`config.mk`:
```
export PLATFORM = sky130hd
export DESIGN_NAME = dma_ctl_regs
export DESIGN_NICKNAME = d
export VERILOG_FILES = /design/src/rtl/dma_ctl_pkg.sv /design/src/rtl/dma_ctl_lanes.sv /design/src/rtl/dma_ctl_base.sv /design/src/rtl/dma_ctl_cmd.sv /design/src/rtl/dma_ctl_regs.sv
export SDC_FILE = /design/constraint.sdc
export NUM_CORES = 1
export LEC_CHECK = 0
export ABC_AREA = 1
export ABC_CLOCK_PERIOD_IN_PS = 1800
export BUFFER_PORTS_ARGS = -buffer_cell sky130_fd_sc_hd__buf_2
export CAP_MARGIN = 20
export CORE_MARGIN = 3
export CORE_UTILIZATION = 40
export CTS_CLUSTER_DIAMETER = 120
export CTS_CLUSTER_SIZE = 40
export DETAILED_ROUTE_END_ITERATION = 6
export GPL_ROUTABILITY_DRIVEN = 1
export PLACE_DENSITY_LB_ADDON = 0.25
export SLEW_MARGIN = 30
export SYNTH_ARGS = -nofsm -noshare
export SYNTH_HDL_FRONTEND = slang
export SYNTH_SLANG_ARGS = --single-unit
```
`constraint.sdc`:
```
create_clock -name clk -period 1.8 [get_ports clk]
set_input_delay 0.18 -clock clk [delete_from_list [all_inputs] [get_ports clk]]
set_output_delay 0.18 -clock clk [all_outputs]
set_load 0.03 [all_outputs]
```
`src/rtl/dma_ctl_pkg.sv`:
```
package dma_ctl_pkg;

  // access size codes on reg_size
  typedef enum logic [1:0] {
    ACC_BYTE  = 2'd0,
    ACC_HALF  = 2'd1,
    ACC_WORD  = 2'd2,
    ACC_WORD3 = 2'd3
  } acc_size_e;

  // byte lane of each register inside the image
  localparam int LANE_CMD  = 0;
  localparam int LANE_STAT = 2;
  localparam int LANE_BASE = 4;

  // bit positions inside the command and status bytes
  localparam int CMD_RUN   = 0;
  localparam int CMD_DIR   = 3;
  localparam int ST_ACTIVE = 0;
  localparam int ST_ERR    = 1;
  localparam int ST_IRQ    = 2;

  // bytes covered by an access, capped at the bus width
  function automatic int acc_bytes(input logic [1:0] sz, input int bus_bytes);
    int n;
    n = 1 << sz;
    if (n > bus_bytes) n = bus_bytes;
    return n;
  endfunction

endpackage

```
`src/rtl/dma_ctl_lanes.sv`:
```
module dma_ctl_lanes
  import dma_ctl_pkg::*;
#(
  parameter int NLANES = 8,
  parameter int DATA_W = 32,
  localparam int OFF_W = $clog2(NLANES),
  localparam int IMG_W = NLANES * 8
) (
  input  logic                   wr,
  input  logic [OFF_W-1:0]       off,
  input  logic [1:0]             size,
  input  logic [DATA_W-1:0]      wdata,
  input  logic [IMG_W-1:0]       image,
  output logic [NLANES-1:0]      lane_we,
  output logic [NLANES-1:0][7:0] lane_byte,
  output logic [DATA_W-1:0]      rdata
);

  localparam int BUS_BYTES = DATA_W / 8;

  logic [IMG_W-1:0]  wide_w;
  logic [IMG_W-1:0]  wide_r;
  logic [DATA_W-1:0] rmask;
  int                nbytes;

  always_comb begin
    nbytes = acc_bytes(size, BUS_BYTES);
    wide_w = {{(IMG_W-DATA_W){1'b0}}, wdata} << {off, 3'b000};
    wide_r = image >> {off, 3'b000};
    rmask  = {DATA_W{1'b1}} >> (DATA_W - 8 * nbytes);
    rdata  = wide_r[DATA_W-1:0] & rmask;
  end

  for (genvar i = 0; i < NLANES; i++) begin : g_lane
    assign lane_we[i]   = wr && (int'(off) <= i) && (i < int'(off) + nbytes);
    assign lane_byte[i] = wide_w[8*i +: 8];
  end

endmodule

```
`src/rtl/dma_ctl_base.sv`:
```
module dma_ctl_base #(
  parameter int AW = 32,
  localparam int NB = AW / 8
) (
  input  logic               clk,
  input  logic               rst_n,
  input  logic [NB-1:0]      lane_we,
  input  logic [NB-1:0][7:0] lane_byte,
  input  logic               load_ptr,
  output logic [AW-1:0]      base_q,
  output logic [AW-1:0]      ptr_q
);

  logic [AW-1:0] base_d;
  logic [AW-1:0] ptr_d;
  logic          base_en;

  for (genvar i = 0; i < NB; i++) begin : g_byte
    assign base_d[8*i +: 8] = lane_we[i] ? lane_byte[i] : base_q[8*i +: 8];
  end

  always_comb begin
    base_en = |lane_we;
    ptr_d   = base_q;
  end

  always_ff @(posedge clk or negedge rst_n) begin
    if (!rst_n) begin
      base_q <= '0;
    end else if (base_en) begin
      base_q <= {base_d[AW-1:2], 2'b00};
    end
  end

  always_ff @(posedge clk or negedge rst_n) begin
    if (!rst_n) begin
      ptr_q <= '0;
    end else if (load_ptr) begin
      ptr_q <= ptr_d;
    end
  end

  // untouched base holds its value
  a_r6_base_hold: assert property (@(posedge clk) disable iff (!rst_n)
    !(|lane_we) |=> $stable(base_q));
  // low two bits of base never set
  a_r6_base_align: assert property (@(posedge clk) disable iff (!rst_n)
    lane_we[0] |=> base_q[1:0] == 2'b00);
  // pointer takes the base seen at the start write
  a_r5_ptr_load: assert property (@(posedge clk) disable iff (!rst_n)
    load_ptr |=> ptr_q == $past(base_q));

endmodule

```
`src/rtl/dma_ctl_cmd.sv`:
```
module dma_ctl_cmd
  import dma_ctl_pkg::*;
(
  input  logic       clk,
  input  logic       rst_n,
  input  logic       cmd_we,
  input  logic [7:0] cmd_byte,
  input  logic       stat_we,
  input  logic [7:0] stat_byte,
  input  logic       drv_irq,
  input  logic       eng_req_pending,
  input  logic       eng_done,
  input  logic       eng_more,
  input  logic       eng_err,
  output logic       run_q,
  output logic       dir_q,
  output logic       act_q,
  output logic       err_q,
  output logic       irqst_q,
  output logic       host_irq_q,
  output logic       kick_q,
  output logic       cancel_q,
  output logic       reload_q,
  output logic       load_ptr
);

  logic run_d, dir_d, act_d, err_d, irqst_d;
  logic kick_d, cancel_d, reload_d;
  logic irq_rise;
  logic start_edge, stop_edge;

  always_comb begin
    irq_rise   = drv_irq && !host_irq_q;
    start_edge = cmd_we && (cmd_byte[CMD_RUN] != run_q) && cmd_byte[CMD_RUN];
    stop_edge  = cmd_we && (cmd_byte[CMD_RUN] != run_q) && !cmd_byte[CMD_RUN];
    load_ptr   = start_edge;

    run_d    = run_q;
    dir_d    = dir_q;
    act_d    = act_q;
    err_d    = err_q;
    irqst_d  = irqst_q;
    kick_d   = 1'b0;
    cancel_d = 1'b0;
    reload_d = 1'b0;

    if (eng_done) act_d = eng_more;

    if (stat_we && stat_byte[ST_ERR]) err_d   = 1'b0;
    if (stat_we && stat_byte[ST_IRQ]) irqst_d = 1'b0;
    if (eng_err)  err_d   = 1'b1;
    if (irq_rise) irqst_d = 1'b1;

    if (cmd_we) begin
      run_d = cmd_byte[CMD_RUN];
      dir_d = cmd_byte[CMD_DIR];
    end
    if (stop_edge) begin
      cancel_d = 1'b1;
      act_d    = 1'b0;
    end
    if (start_edge) begin
      reload_d = 1'b1;
      if (!act_q) begin
        act_d  = 1'b1;
        kick_d = eng_req_pending;
      end
    end
  end

  always_ff @(posedge clk or negedge rst_n) begin
    if (!rst_n) begin
      run_q      <= 1'b0;
      dir_q      <= 1'b0;
      act_q      <= 1'b0;
      err_q      <= 1'b0;
      irqst_q    <= 1'b0;
      host_irq_q <= 1'b0;
      kick_q     <= 1'b0;
      cancel_q   <= 1'b0;
      reload_q   <= 1'b0;
    end else begin
      run_q      <= run_d;
      dir_q      <= dir_d;
      act_q      <= act_d;
      err_q      <= err_d;
      irqst_q    <= irqst_d;
      host_irq_q <= drv_irq;
      kick_q     <= kick_d;
      cancel_q   <= cancel_d;
      reload_q   <= reload_d;
    end
  end

  // unchanged run bit gives no strobe
  a_r3_same_run_quiet: assert property (@(posedge clk) disable iff (!rst_n)
    cmd_we && (cmd_byte[CMD_RUN] == run_q) && !eng_done
    |=> !kick_q && !cancel_q && !reload_q && $stable(act_q));
  // stop cancels and drops active
  a_r4_stop_cancel: assert property (@(posedge clk) disable iff (!rst_n)
    cmd_we && !cmd_byte[CMD_RUN] && run_q |=> cancel_q && !act_q);
  // start from idle sets active and reloads
  a_r5_start_idle: assert property (@(posedge clk) disable iff (!rst_n)
    cmd_we && cmd_byte[CMD_RUN] && !run_q && !act_q |=> act_q && reload_q);
  // start while active never kicks
  a_r5_no_kick_busy: assert property (@(posedge clk) disable iff (!rst_n)
    act_q |=> !kick_q);
  // rising drive interrupt reaches host and status
  a_r8_irq_rise: assert property (@(posedge clk) disable iff (!rst_n)
    $rose(drv_irq) |=> host_irq_q && irqst_q);
  // falling drive interrupt leaves status alone
  a_r8_irq_fall: assert property (@(posedge clk) disable iff (!rst_n)
    $fell(drv_irq) && !stat_we |=> !host_irq_q && $stable(irqst_q));
  // write-one clears interrupt flag without a new edge
  a_r9_w1c_irq: assert property (@(posedge clk) disable iff (!rst_n)
    stat_we && stat_byte[ST_IRQ] && !$rose(drv_irq) |=> !irqst_q);
  // completion loads active from more
  a_r10_done: assert property (@(posedge clk) disable iff (!rst_n)
    eng_done && !cmd_we |=> act_q == $past(eng_more));
  // strobes are exclusive in any cycle
  a_r4_strobe_excl: assert property (@(posedge clk) disable iff (!rst_n)
    $onehot0({cancel_q, reload_q}));

endmodule

```
`src/rtl/dma_ctl_regs.sv`:
```
module dma_ctl_regs
  import dma_ctl_pkg::*;
#(
  parameter int AW     = 32,
  parameter int DATA_W = 32,
  localparam int NLANES = LANE_BASE + AW / 8,
  localparam int OFF_W  = $clog2(NLANES)
) (
  input  logic              clk,
  input  logic              rst_n,
  input  logic              reg_wr,
  input  logic [OFF_W-1:0]  reg_off,
  input  logic [1:0]        reg_size,
  input  logic [DATA_W-1:0] reg_wdata,
  output logic [DATA_W-1:0] reg_rdata,
  input  logic              drv_irq,
  output logic              host_irq,
  input  logic              eng_req_pending,
  input  logic              eng_done,
  input  logic              eng_more,
  input  logic              eng_err,
  output logic              eng_kick,
  output logic              eng_cancel,
  output logic              eng_reload,
  output logic              eng_dir,
  output logic [AW-1:0]     tbl_ptr
);

  localparam int NB    = AW / 8;
  localparam int IMG_W = NLANES * 8;

  logic [NLANES-1:0]      lane_we;
  logic [NLANES-1:0][7:0] lane_byte;
  logic [IMG_W-1:0]       image;
  logic [AW-1:0]          base_q;
  logic                   run_q, act_q, err_q, irqst_q, load_ptr;
  logic [7:0]             cmd_view, stat_view;

  always_comb begin
    cmd_view            = '0;
    cmd_view[CMD_RUN]   = run_q;
    cmd_view[CMD_DIR]   = eng_dir;
    stat_view           = '0;
    stat_view[ST_ACTIVE] = act_q;
    stat_view[ST_ERR]    = err_q;
    stat_view[ST_IRQ]    = irqst_q;
    image = {base_q, 8'h00, stat_view, 8'h00, cmd_view};
  end

  dma_ctl_lanes #(.NLANES(NLANES), .DATA_W(DATA_W)) u_lanes (
    .wr        (reg_wr),
    .off       (reg_off),
    .size      (reg_size),
    .wdata     (reg_wdata),
    .image     (image),
    .lane_we   (lane_we),
    .lane_byte (lane_byte),
    .rdata     (reg_rdata)
  );

  dma_ctl_cmd u_cmd (
    .clk             (clk),
    .rst_n           (rst_n),
    .cmd_we          (lane_we[LANE_CMD]),
    .cmd_byte        (lane_byte[LANE_CMD]),
    .stat_we         (lane_we[LANE_STAT]),
    .stat_byte       (lane_byte[LANE_STAT]),
    .drv_irq         (drv_irq),
    .eng_req_pending (eng_req_pending),
    .eng_done        (eng_done),
    .eng_more        (eng_more),
    .eng_err         (eng_err),
    .run_q           (run_q),
    .dir_q           (eng_dir),
    .act_q           (act_q),
    .err_q           (err_q),
    .irqst_q         (irqst_q),
    .host_irq_q      (host_irq),
    .kick_q          (eng_kick),
    .cancel_q        (eng_cancel),
    .reload_q        (eng_reload),
    .load_ptr        (load_ptr)
  );

  dma_ctl_base #(.AW(AW)) u_base (
    .clk       (clk),
    .rst_n     (rst_n),
    .lane_we   (lane_we[LANE_BASE +: NB]),
    .lane_byte (lane_byte[LANE_BASE +: NB]),
    .load_ptr  (load_ptr),
    .base_q    (base_q),
    .ptr_q     (tbl_ptr)
  );

  // direction output follows stored command bit 3
  a_r2_dir_write: assert property (@(posedge clk) disable iff (!rst_n)
    lane_we[LANE_CMD] |=> eng_dir == $past(reg_wdata[CMD_DIR] && reg_off == '0));
  // software cannot set the active flag
  a_r9_active_ro: assert property (@(posedge clk) disable iff (!rst_n)
    !act_q && !lane_we[LANE_CMD] && !eng_done |=> !act_q);

endmodule

```
After elaboration in Yosys (flattened, before gate mapping)
Index checks and enable logic that the tools add are counted.
{"block": "op_classes", "bitwise": 1, "shift": 4, "eq_ne": 1, "n_reduce_logical": 26, "order_cmp": 12, "muxes": 13, "add_sub_neg": 2}
{"operator": "4-bit by 32-bit < comparator with 1-bit output, first input constant", "n": 4}
{"operator": "32-bit by 6-bit left shift with 64-bit output", "n": 1}
{"operator": "64-bit by 6-bit right shift with 32-bit output", "n": 1}
{"operator": "4-bit by 32-bit adder with 32-bit output", "n": 1}
{"operator": "32-bit AND", "n": 1}
{"operator": "32-bit by 4-bit > comparator with 1-bit output, second input constant", "n": 1}
{"operator": "1-bit by 32-bit < comparator with 1-bit output, first input constant", "n": 1}
{"operator": "3-bit by 32-bit < comparator with 1-bit output, first input constant", "n": 1}
{"operator": "32-bit 2-to-1 mux", "n": 1}
{"operator": "1-bit by 2-bit left shift with 32-bit output, first input constant", "n": 1}
{"operator": "32-bit by 32-bit right shift with 32-bit output, first input constant", "n": 1}
{"operator": "7-bit by 32-bit subtractor with 32-bit output, first input constant", "n": 1}
{"operator": "1-bit logical AND", "n": 17}
{"operator": "1-bit 2-to-1 mux", "n": 12}
{"operator": "3-bit <= comparator, second input constant", "n": 3}
{"operator": "2-bit AND reduction", "n": 4}
{"operator": "2-bit nonzero test", "n": 2}
{"operator": "4-bit OR reduction", "n": 1}
{"operator": "3-bit by 1-bit <= comparator with 1-bit output, second input constant", "n": 1}
{"operator": "3-bit by 2-bit <= comparator with 1-bit output, second input constant", "n": 1}
{"operator": "1-bit logical NOT", "n": 2}
{"operator": "1-bit != test", "n": 1}
{"block": "word_totals", "in_bits": 45, "out_inout_bits": 69, "reg_bits": 69}

Longest topological paths before layout
Gate-level depths: netlist of run 1.
{"block": "depth", "ltp_word": 11, "ltp_mapped": 15, "ltp_nobuf": 14}

Cells and area by module
From an unflattened synthesis of run 1, not the netlist that was laid out.
{"block": "hier_totals", "hier_cells": 890, "hier_area_um2": 5427.7}
{"mod": "dma_ctl_lanes", "area_per_inst_um2": 2808.9, "cells_each": 596, "instances": 1}
{"mod": "dma_ctl_base", "area_per_inst_um2": 2274.7, "cells_each": 259, "instances": 1}
{"mod": "dma_ctl_cmd", "area_per_inst_um2": 340.3, "cells_each": 34, "instances": 1}
{"mod": "dma_ctl_regs", "area_per_inst_um2": 3.8, "cells_each": 1, "instances": 1}

Worst setup path after synthesis of run 1
OpenSTA, ideal clock, no wires.
{"block": "synth_path", "path_type": "in2reg", "from": "in reg_size[1]", "to": "reg u_base.ptr_q[10]", "arrival_time_ns": 1.748, "t_required_ns": 1.682, "cell_stages": 8, "slack_ns": -0.066, "n_path_buf": 1, "path_cell_list": "nor2_1 > ha_1 > ha_1 > nor2_1 > nand4_4 > buf_2 > nand4_1 > nand2_1"}
{"block": "synth_via", "elab_chain_len": 8}
{"item": "start, declared", "line": "dma_ctl_regs.sv:13", "source": "input logic [1:0] reg_size,"}
{"item": "1-bit by 2-bit left shift with 32-bit output *", "line": "dma_ctl_pkg.sv:26", "source": "n = 1 << sz;"}
{"item": "32-bit by 4-bit > comparator with 1-bit output", "line": "dma_ctl_pkg.sv:27", "source": "if (n > bus_bytes) n = bus_bytes;"}
{"item": "32-bit 2-to-1 mux *", "line": "dma_ctl_pkg.sv:27"}
{"item": "4-bit by 32-bit adder with 32-bit output *", "line": "dma_ctl_lanes.sv:35", "source": "assign lane_we[i] = wr && (int'(off) <= i) && (i < int'(off) + nbytes);"}
{"item": "1-bit by 32-bit < comparator with 1-bit output *", "line": "dma_ctl_lanes.sv:35"}
{"item": "1-bit logical AND *", "line": "dma_ctl_lanes.sv:35"}
{"item": "1-bit logical AND * (2 in a row)", "line": "dma_ctl_cmd.sv:34", "source": "start_edge = cmd_we && (cmd_byte[CMD_RUN] != run_q) && cmd_byte[CMD_RUN];"}
{"item": "end signal, assigned", "line": "dma_ctl_base.sv:39", "source": "ptr_q <= ptr_d;"}
{"item": "end, declared", "line": "dma_ctl_base.sv:11", "source": "output logic [AW-1:0] ptr_q"}
Every way passes the cells marked *; elsewhere a longest branch is shown, timed or not.
A chain may end at the register's enable or synchronous reset.

Worst setup path after layout of run 1
{"block": "layout_path", "from": "reg u_base.base_q[18]", "to": "out reg_rdata[18]"}
{"block": "layout_via", "elab_chain_len": 2}
{"item": "start, declared", "line": "dma_ctl_base.sv:10", "source": "output logic [AW-1:0] base_q,"}
{"item": "start signal, assigned", "line": "dma_ctl_base.sv:31", "source": "base_q <= {base_d[AW-1:2], 2'b00};"}
{"item": "64-bit by 6-bit right shift with 32-bit output", "line": "dma_ctl_lanes.sv:29", "source": "wide_r = image >> {off, 3'b000};"}
{"item": "32-bit AND", "line": "dma_ctl_lanes.sv:31", "source": "rdata = wide_r[DATA_W-1:0] & rmask;"}
{"item": "end, declared", "line": "dma_ctl_regs.sv:15", "source": "output logic [DATA_W-1:0] reg_rdata,"}
No other way between the ends.

==> impl_metrics.toml, run 1 <==
[outcome]
status = "completed"

[detailed_routing]
vias = 5457
dr.pass1.iters = 6
wirelength_um = 17600
drtIter0Drc = 535
drc = 0
ant_nets = 0
vias_per_cell = 5.585
wl_per_cell_um = 18.01

[layout]
diodes = 0
nFillCells = 1135
reg_top3 = "u_base.base_q (30), u_base.ptr_q (30)"
final_cell_mix = "nand2_1 (265), buf_2 (107), dfrtp_1 (67)"
final_nets = 878
final_common_cell = "nand2_1"
layout-drive-gt1-share_pct = 27.46
utilization_pct = 54.23
area_growth_syn_to_layout_pct = 31.27

[setup_path]
crit_top_cell = "inv_1"
crit_type = "reg -> out"
cpPeakStageDelay_ns = 0.38
crit_path_end_kind = "primary output"
path_cells = "inv_1 > o21ai_1 > nand2_1 > a31o_2 > inv_1 > clkbuf_4"
critPathRequiredTime_ns = 1.62
start_kind = "flop"
arrival_ns = 1.55
critPathBufInv = 3
cpMaxStageDelayCell = "dfrtp_1"
cp_top_family = "compound AO/OA/AOI/OAI gates"
crit_fanout = 3

[global_routing]
global_route.usage.total_pct = 26.69
grt_pass1_vias = 5116
grt_max_degree = 44
antenna_found_initial = 0
overflow = 0
grt_first_pass_wirelength_um = 27210

[placed_design]
dp_hpwl_um = 13190
gp_congestion = 0.9813
portBuffers = 111

[synth]
yosys_most_used_dff = "dfrtp_1"
yosysWarnings = 0
synth_edf_count = 0
ys_ff_latch = 69
syn_avg_cell_area_um2 = 6.924
ys_seq_area_share_pct = 36.30
synth_area_um2 = 4757
synthDistinctLibCells = 42
async_flop_share_pct = 100.0
synthCells = 687

[hold_path]
min_path_type = "in -> reg"

[power]
leakagePower_nw = 3.380
powerDensity_nw_per_um2 = 888.3
ir_drop_mv = 0.5041

[floorplan]
rows = 39
die_height_um = 115.1
die_w_um = 115.1
start_util_pct = 41.31
coreArea_um2 = 11520
die-area_um2 = 13240
ios = 114

[clock_tree]
cts.sinks = 69
h-tree-depth = 3
insertion_delay_ns = 0.34
cts_tree = "built"
cts-root-buf = "clkbuf_16"
clk_path_buf_depth = 2
path_clk_slew_ns = 0.06
cts_buffers = 9

[timing]
fin_crit_ns = 1.732
period_share_pct = 96.23
relSlewSlack_pct = 65.26
worst_pin_slew_ns = 0.5194
rsz0062_at_grt = "no"
final_max_slew_viol_count = 0
finClkSkew_ns = 0.007740
setup_violations = 0
final_hold_viol_count = 0
fmax_mhz = 577.3
setup_tns_ns = 0

[job]
drv_cap = 0
## cell usage after synthesis, types with 3 or more instances
master	count	area, µm²
nand2_2	4	25.02
clkbuf_1	5	18.77
o21ai_0	29	145.1
buf_1	5	18.77
o221ai_1	3	26.28
a31oi_1	6	37.54
nand4_1	33	206.5
inv_1	44	165.2
nor2_1	46	172.7
buf_4	10	75.07
a221oi_1	9	78.83
o22ai_1	19	118.9
or2_2	4	25.02
ha_1	4	50.05
dfrtp_1	69	1727
buf_6	4	45.04
nand2_1	265	994.7
nor2_2	3	18.77
inv_2	4	15.01
a22o_1	4	35.03
buf_2	19	95.09
a21oi_1	19	95.09
nand3_1	47	235.2
mux2i_1	8	80.08
## what timing repair did
action | 4_1_cts | 5_1_grt
hold buffers | 2 | 0
resized for setup | 2 | 27
setup buffers | 0 | 7
gates cloned | 0 | 1
pin swaps | 0 | 2
hold endpoints to repair | 40 | 0
setup endpoints to repair | 2 | 15
## per-layer routing
layer	track usage [%]	share of wire (%)	vias up
met3	5.579	8.6	58
met2	42.63	46	310
met1	34.61	41	2511
met5	0	0	-
li1	-	-	2578
met4	12.60	4.3	0
## tightest hold or removal path, cell delays in order
cell and delay (ns):
buf_2 0.07, inv_1 0.03, nand2_1 0.05
## stage by stage
step | setup WS, ns | hold slack (ns) | cell area, µm² | power, mW | instances
after floorplan | 0.04525 | -0.1156 | 4768 | 2.906 | 688
after global placement | -0.01112 | 0.05179 | 5756 | 3.500 | 951
after detailed placement | -0.08849 | 0.05195 | 5756 | 3.525 | 951
after CTS | 0.0008075 | 0.01815 | 6098 | 5.464 | 969
after global routing | 0.003769 | 0.04183 | 6245 | 5.801 | 977
final | 0.06780 | 0.01928 | 6245 | 5.547 | 977
## cell families (layout without fill, tap and decap cells)
group,count (synthesis),after routing,synth area share (%)
buffers and inverters,92,238,9.232
AO/OA/AOI/OAI,99,99,12.99
multiplexers,8,8,1.683
AND/OR/NAND/NOR,414,414,38.66
flip-flops,69,69,36.30
other,1,2,0.07883
adder cells (fa/ha/maj),4,4,1.052
## final timing paths
kind,startpoint,endpoint,slack (ns),cells past startpoint
min in group asynchronous,rst_n,u_base.ptr_q[24],0.23,2
hold / removal,eng_err,u_cmd.err_q,0.02,3
setup / recovery,u_base.base_q[18],reg_rdata[18],0.07,6
setup reg to reg,u_cmd.run_q,u_base.ptr_q[16],0.60,5
hold reg to reg,u_base.ptr_q[24],u_base.ptr_q[24],0.46,2
max in group asynchronous,rst_n,u_base.base_q[25],1.06,3
## where the power goes
part / total, mW / switching, mW / internal (mW)
clock network: 1.94 / 0.718 / 1.22
registers: 1.95 / 0.200 / 1.75
logic: 1.66 / 1.09 / 0.574
total: 5.55 / 2.01 / 3.54
## layout make-up
type	count	area, µm²	area share (%)
Multi-Input combinational cell	527	2635	42.20
Sequential cell	69	1729	27.69
Clock inverter	7	97.59	1.563
Inverter	49	190.2	3.045
Tap cell	143	178.9	2.865
Clock buffer	9	225.2	3.606
Timing Repair Buffer	173	1189	19.03
No activity file was read; power rests on OpenSTA's default activity.
==> run 2: changes to the inputs <==
PLACE_DENSITY = 0.71   (was default)
PLACE_DENSITY_LB_ADDON = default   (was 0.25)
==> run 2 against run 1 <==
  * Utilization decreased by 1.3 points
  * Combinational power is 5% lower
  * Clock-buffer cell count up 2
  * Sequential share of layout area grew 0.64 points
  * Sequential power about the same
  * Cell area fell by 2.3%
  * Critical path depth grew 2
  * Clock power up 7%
  * Cell count decreased by 1.0%
  * Worst setup slack worse by 0.020 ns
  * Worst hold slack improved by 0.014 ns
  * Power increased by 1.2%
  * Critical endpoint is now reg_rdata[0]
==> impl_metrics.toml, run 2 (synthesis gave the netlist of run 1 again) <==
[power]
power.share.clock_pct = 37.0
swShare_pct = 34.58
internal_power_mw = 3.673
ir_drop_mv = 0.4122
power_switching_mw = 1.942
seqPwrFrac_pct = 35.0
powerDensity_nw_per_um2 = 920.7
pwr-share-comb_pct = 28.0
leakagePower_nw = 3.324
power_mw = 5.615

[setup_path]
start_kind = "primary input"
cpMaxStageDelayCell = "inv_1"
crit_path_end_kind = "primary output"
path_cells = "buf_2 > buf_4 > nor2_2 > buf_4 > inv_1 > o22ai_1 > a21oi_1 > buf_2"
crit_fanout = 10
critPathRequiredTime_ns = 1.62
ff2ff_path_depth = 5
arrival_ns = 1.57
cpPeakStageDelay_ns = 0.28
crit_type = "in -> out"

[placed_design]
dp_hpwl_um = 11920
place_area_um2 = 5680
portBuffers = 111
gp_congestion = 0.9105

[layout]
reg_top3 = "u_base.base_q (30), u_base.ptr_q (30)"
final_cell_mix = "nand2_1 (265), buf_2 (108), dfrtp_1 (68)"
diodes = 0
final_nets = 868
final_common_cell = "nand2_1"
design_area_um2 = 6098
area_growth_syn_to_layout_pct = 28.20
utilization_pct = 52.96
register_area_um2 = 1728
multi_input_area_um2 = 2618
layout-drive-gt1-share_pct = 25.73
nFillCells = 1135

[floorplan]
die-area_um2 = 13240
rows = 39
ios = 114
coreArea_um2 = 11520
die_w_um = 115.1
start_util_pct = 41.31
die_height_um = 115.1

[detailed_routing]
drtIter0Drc = 521
drc = 0
vias_per_cell = 5.478
wirelength_um = 16040
ant_nets = 0
wl_per_cell_um = 16.59
dr.pass1.iters = 5
vias = 5297

[timing]
setup_violations = 0
relSlewSlack_pct = 64.19
fin_crit_ns = 1.752
worst_pin_slew_ns = 0.5372
finClkSkew_ns = 0.005486
final_hold_viol_count = 0
final_max_slew_viol_count = 0
fmax_mhz = 570.7
period_share_pct = 97.35

[clock_tree]
insertion_delay_ns = 0.33
clk_path_buf_depth = 2
cts.sinks = 69
cts_buffers = 9
cts-root-buf = "clkbuf_16"
cts_tree = "built"
path_clk_slew_ns = 0.05
h-tree-depth = 3

[global_routing]
grt_first_pass_wirelength_um = 25510
antenna_found_initial = 0
global_route.usage.total_pct = 24.69
overflow = 0
grt_max_degree = 70
grt_pass1_vias = 4822

[job]
drv_cap = 0

[hold_path]
holdPathStages = 3
min_path_type = "in -> reg"

[outcome]
status = "completed"
-- run 2: changes by cell type in the layout (fill, tap and decap cells not counted), moves of 2 or more --
cell        before  now
clkinvlp_4       3    0
a221oi_2         2    0
buf_12           9    6
buf_6            4    1
buf_4           47   44
nor2_1          42   44
a221oi_1         7    9
nor2_2           7    5
-- run 2: power groups by stage --
stage	Combinational [mW]	Sequential [mW]	Clock, mW
2_1_floorplan	0.897	2.01	0
3_3_place_gp	1.50	1.99	0
3_5_place_dp	1.51	1.98	0
4_1_cts	1.52	1.96	2.10
5_1_grt	1.72	1.99	2.15
6_report	1.57	1.97	2.08
-- run 2: area by class of cell --
type                    count  share of cell area [%]
inverters                  49                   3.057
clock buffers              11                   3.980
clock inverters             5                   1.764
multi-input cells         527                   42.92
repair buffers            163                   17.01
well taps                 143                   2.934
flip-flops and latches     69                   28.33
-- run 2: worst paths after layout --
check                                 start               end  slack (ns)
max                              reg_off[1]      reg_rdata[0]        0.05
min                                 eng_err       u_cmd.err_q        0.03
max reg2reg                     u_cmd.run_q  u_base.ptr_q[12]        0.36
min reg2reg                u_base.ptr_q[28]  u_base.ptr_q[28]        0.46
max in group asynchronous             rst_n  u_base.base_q[2]        1.08
min in group asynchronous             rst_n  u_base.ptr_q[26]        0.40
-- run 2: what timing repair did --
action / 4_1_cts / 5_1_grt
hold buffers: 2 / 0
endpoints found under the hold margin: 70 / 0
buffers inserted: 0 / 3
endpoints found under the setup margin: 2 / 12
pin swaps: 0 / 1
resized for setup: 2 / 15
-- run 2: through the flow --
step | setup TNS (ns) | cells | setup WS [ns] | hold slack (ns)
CTS | 0 | 964 | 0.01173 | 0.02460
global route | -0.01487 | 967 | -0.01487 | 0.04916
global placement | -0.02124 | 946 | -0.01260 | 0.2347
detailed placement | -0.7504 | 946 | -0.03863 | 0.2390
floorplan | 0 | 688 | 0.04525 | -0.1156
finish | 0 | 967 | 0.04763 | 0.03342
-- run 2: worst max-delay path, delay by kind of cell --
family,cells,cell delay (ns)
AOI/OAI and AO/OA,2,0.32
and+or+nand+nor,1,0.06
buffers and inverters,5,0.99
-- run 2: metal layers --
layer | GRT usage (%) | routed length, µm
met5 | 0 | 0
met1 | 35.06 | 6863
met3 | 5.000 | 1638
met2 | 38.19 | 7118
met4 | 7.199 | 423
==> run 3: changes to the inputs <==
ABC_CLOCK_PERIOD_IN_PS = 1700   (was 1800)
clock period = 1.7 ns   (was 1.8 ns; I/O delays follow)
==> run 3 against run 2 <==
  * Flip-flop and latch count is the same
  * Via count grew 4.2%
  * Sequential share of layout area shrank 1.0 points
  * Critical path depth shrank 3
  * Cell area up 3.8%
  * Worst setup slack worse by 0.031 ns
  * Worst hold slack lost 0.015 ns
  * Critical path type is now reg -> out
==> impl_metrics.toml, run 3 (synthesis gave the netlist of run 1 again) <==
[global_routing]
antenna_found_initial = 0
global_route.usage.total_pct = 25.43
grt_max_degree = 70
grt_pass1_vias = 5107
overflow = 0
grt_first_pass_wirelength_um = 26210

[timing]
period_share_pct = 99.03
setup_violations = 0
final_max_slew_viol_count = 0
final_hold_viol_count = 0
fmax_mhz = 594.0
finClkSkew_ns = 0.007555
rsz0062_at_grt = "yes"
setup_tns_ns = 0
fin_crit_ns = 1.683

[detailed_routing]
drtIter0Drc = 620
drc = 0
dr.pass1.iters = 5
wl_per_cell_um = 17.26
vias_per_cell = 5.630
ant_nets = 0
wirelength_um = 16920
vias = 5517

[layout]
final_cell_mix = "nand2_1 (265), buf_2 (98), dfrtp_1 (66)"
diodes = 0
final_nets = 882
area_growth_syn_to_layout_pct = 33.06
layout.cells.non_filler = 980
reg_top3 = "u_base.base_q (30), u_base.ptr_q (30)"
nFillCells = 1110
layout-drive-gt1-share_pct = 30.11
final_common_cell = "nand2_1"

[floorplan]
die-area_um2 = 13240
ios = 114
die_w_um = 115.1
die_height_um = 115.1
start_util_pct = 41.31
rows = 39
coreArea_um2 = 11520

[setup_path]
crit_fanout = 3
crit_type = "reg -> out"
cpMaxStageDelayCell = "dfrtp_1"
cp_top_family = "flip-flops"
critPathBufInv = 2
reg2reg_to = "u_base.ptr_q[2]"
arrival_ns = 1.51
crit_cells = 5
critPathRequiredTime_ns = 1.53
reg2reg_setup_slack_ns = 0.56
cpPeakStageDelay_ns = 0.43
ff2ff_path_depth = 5
path_cells = "inv_1 > nor2_1 > nand2_1 > a21oi_1 > clkbuf_4"
crit_path_end_kind = "primary output"
start_kind = "flop"
r2r-start = "u_cmd.run_q"

[clock_tree]
cts_buffers = 9
clk_path_buf_depth = 2
path_clk_slew_ns = 0.06
cts_tree = "built"
cts.sinks = 69
cts-root-buf = "clkbuf_16"
h-tree-depth = 3
insertion_delay_ns = 0.34

[outcome]
status = "completed"

[power]
power_mw = 6.124
ir_drop_mv = 0.4211
powerDensity_nw_per_um2 = 967.5
leakagePower_nw = 3.415

[hold_path]
min_path_type = "in -> reg"
min_from = "eng_err"
min_to = "u_cmd.err_q"
holdPathStages = 3

[placed_design]
dpl.cell_count = 950
gp_congestion = 0.9501
portBuffers = 111
dp_hpwl_um = 12290

[job]
drv_cap = 0
==> run 3: changes by cell type in the layout (fill, tap and decap cells not counted), moves of 7 or more <==
| cell | delta |
|---|---|
| buf_2 | -10 |
| a221oi_1 | -7 |
| o21ai_0 | -8 |
| a221oi_2 | +7 |
| buf_4 | +18 |
==> run 3: final cells by class <==
type | count | area, µm² | area share [%]
clock inverters | 6 | 112.6 | 1.779
inverters | 49 | 186.4 | 2.945
clock buffers | 9 | 225.2 | 3.558
repair buffers | 177 | 1184 | 18.70
well taps | 143 | 178.9 | 2.827
multi-input cells | 527 | 2713 | 42.85
flip-flops and latches | 69 | 1730 | 27.34
==> run 3: per-layer routing <==
layer	up-vias	wire (µm)	GRT usage [%]
met5	-	0	0
met1	2591	6995	33.88
met2	289	7932	40.78
li1	2583	-	-
met3	54	1374	4.421
met4	0	617	10.80
==> run 3: how the worst max path moves through the flow <==
| stage | from | to | slack, ns |
|---|---|---|---|
| detailed placement | reg_size[1] | u_base.ptr_q[27] | -0.13 |
| global route | u_base.base_q[12] | reg_rdata[28] | -0.06 |
| floorplan | reg_off[2] | reg_rdata[31] | 0.006 |
| CTS | u_base.base_q[22] | reg_rdata[30] | -0.002 |
| global placement | reg_size[1] | u_base.ptr_q[27] | -0.08 |
| finish | u_base.base_q[24] | reg_rdata[24] | 0.02 |
==> run 3: what timing repair did <==
item / CTS / global route
gates resized for setup: 8 / 58
hold buffers: 2 / 0
hold endpoints to repair: 70 / 0
pin swaps: 1 / 5
endpoints found under the setup margin: 9 / 27
setup buffers: 0 / 13
==> run 3: through the flow <==
stage | worst slack, ns | util (%) | hold WS, ns | area (µm²)
global placement | -0.07716 | 49.77 | 0.2211 | 5732
global route | -0.06330 | 54.97 | 0.04067 | 6330
CTS | -0.001761 | 53.02 | 0.01869 | 6106
finish | 0.01657 | 54.97 | 0.01795 | 6330
detailed placement | -0.1285 | 49.77 | 0.2296 | 5732
floorplan | 0.005628 | - | -0.1256 | 4777
==> run 3: worst min-delay path: cells and delay by family <==
| kind | cells | cell delay, ns |
|---|---|---|
| buf+inv | 2 | 0.10 |
| simple gates | 1 | 0.05 |
==> run 3: power by group <==
part	internal (mW)	switching, mW
clock network	1.43	0.741
registers	1.85	0.230
logic	0.674	1.20
total	3.95	2.17
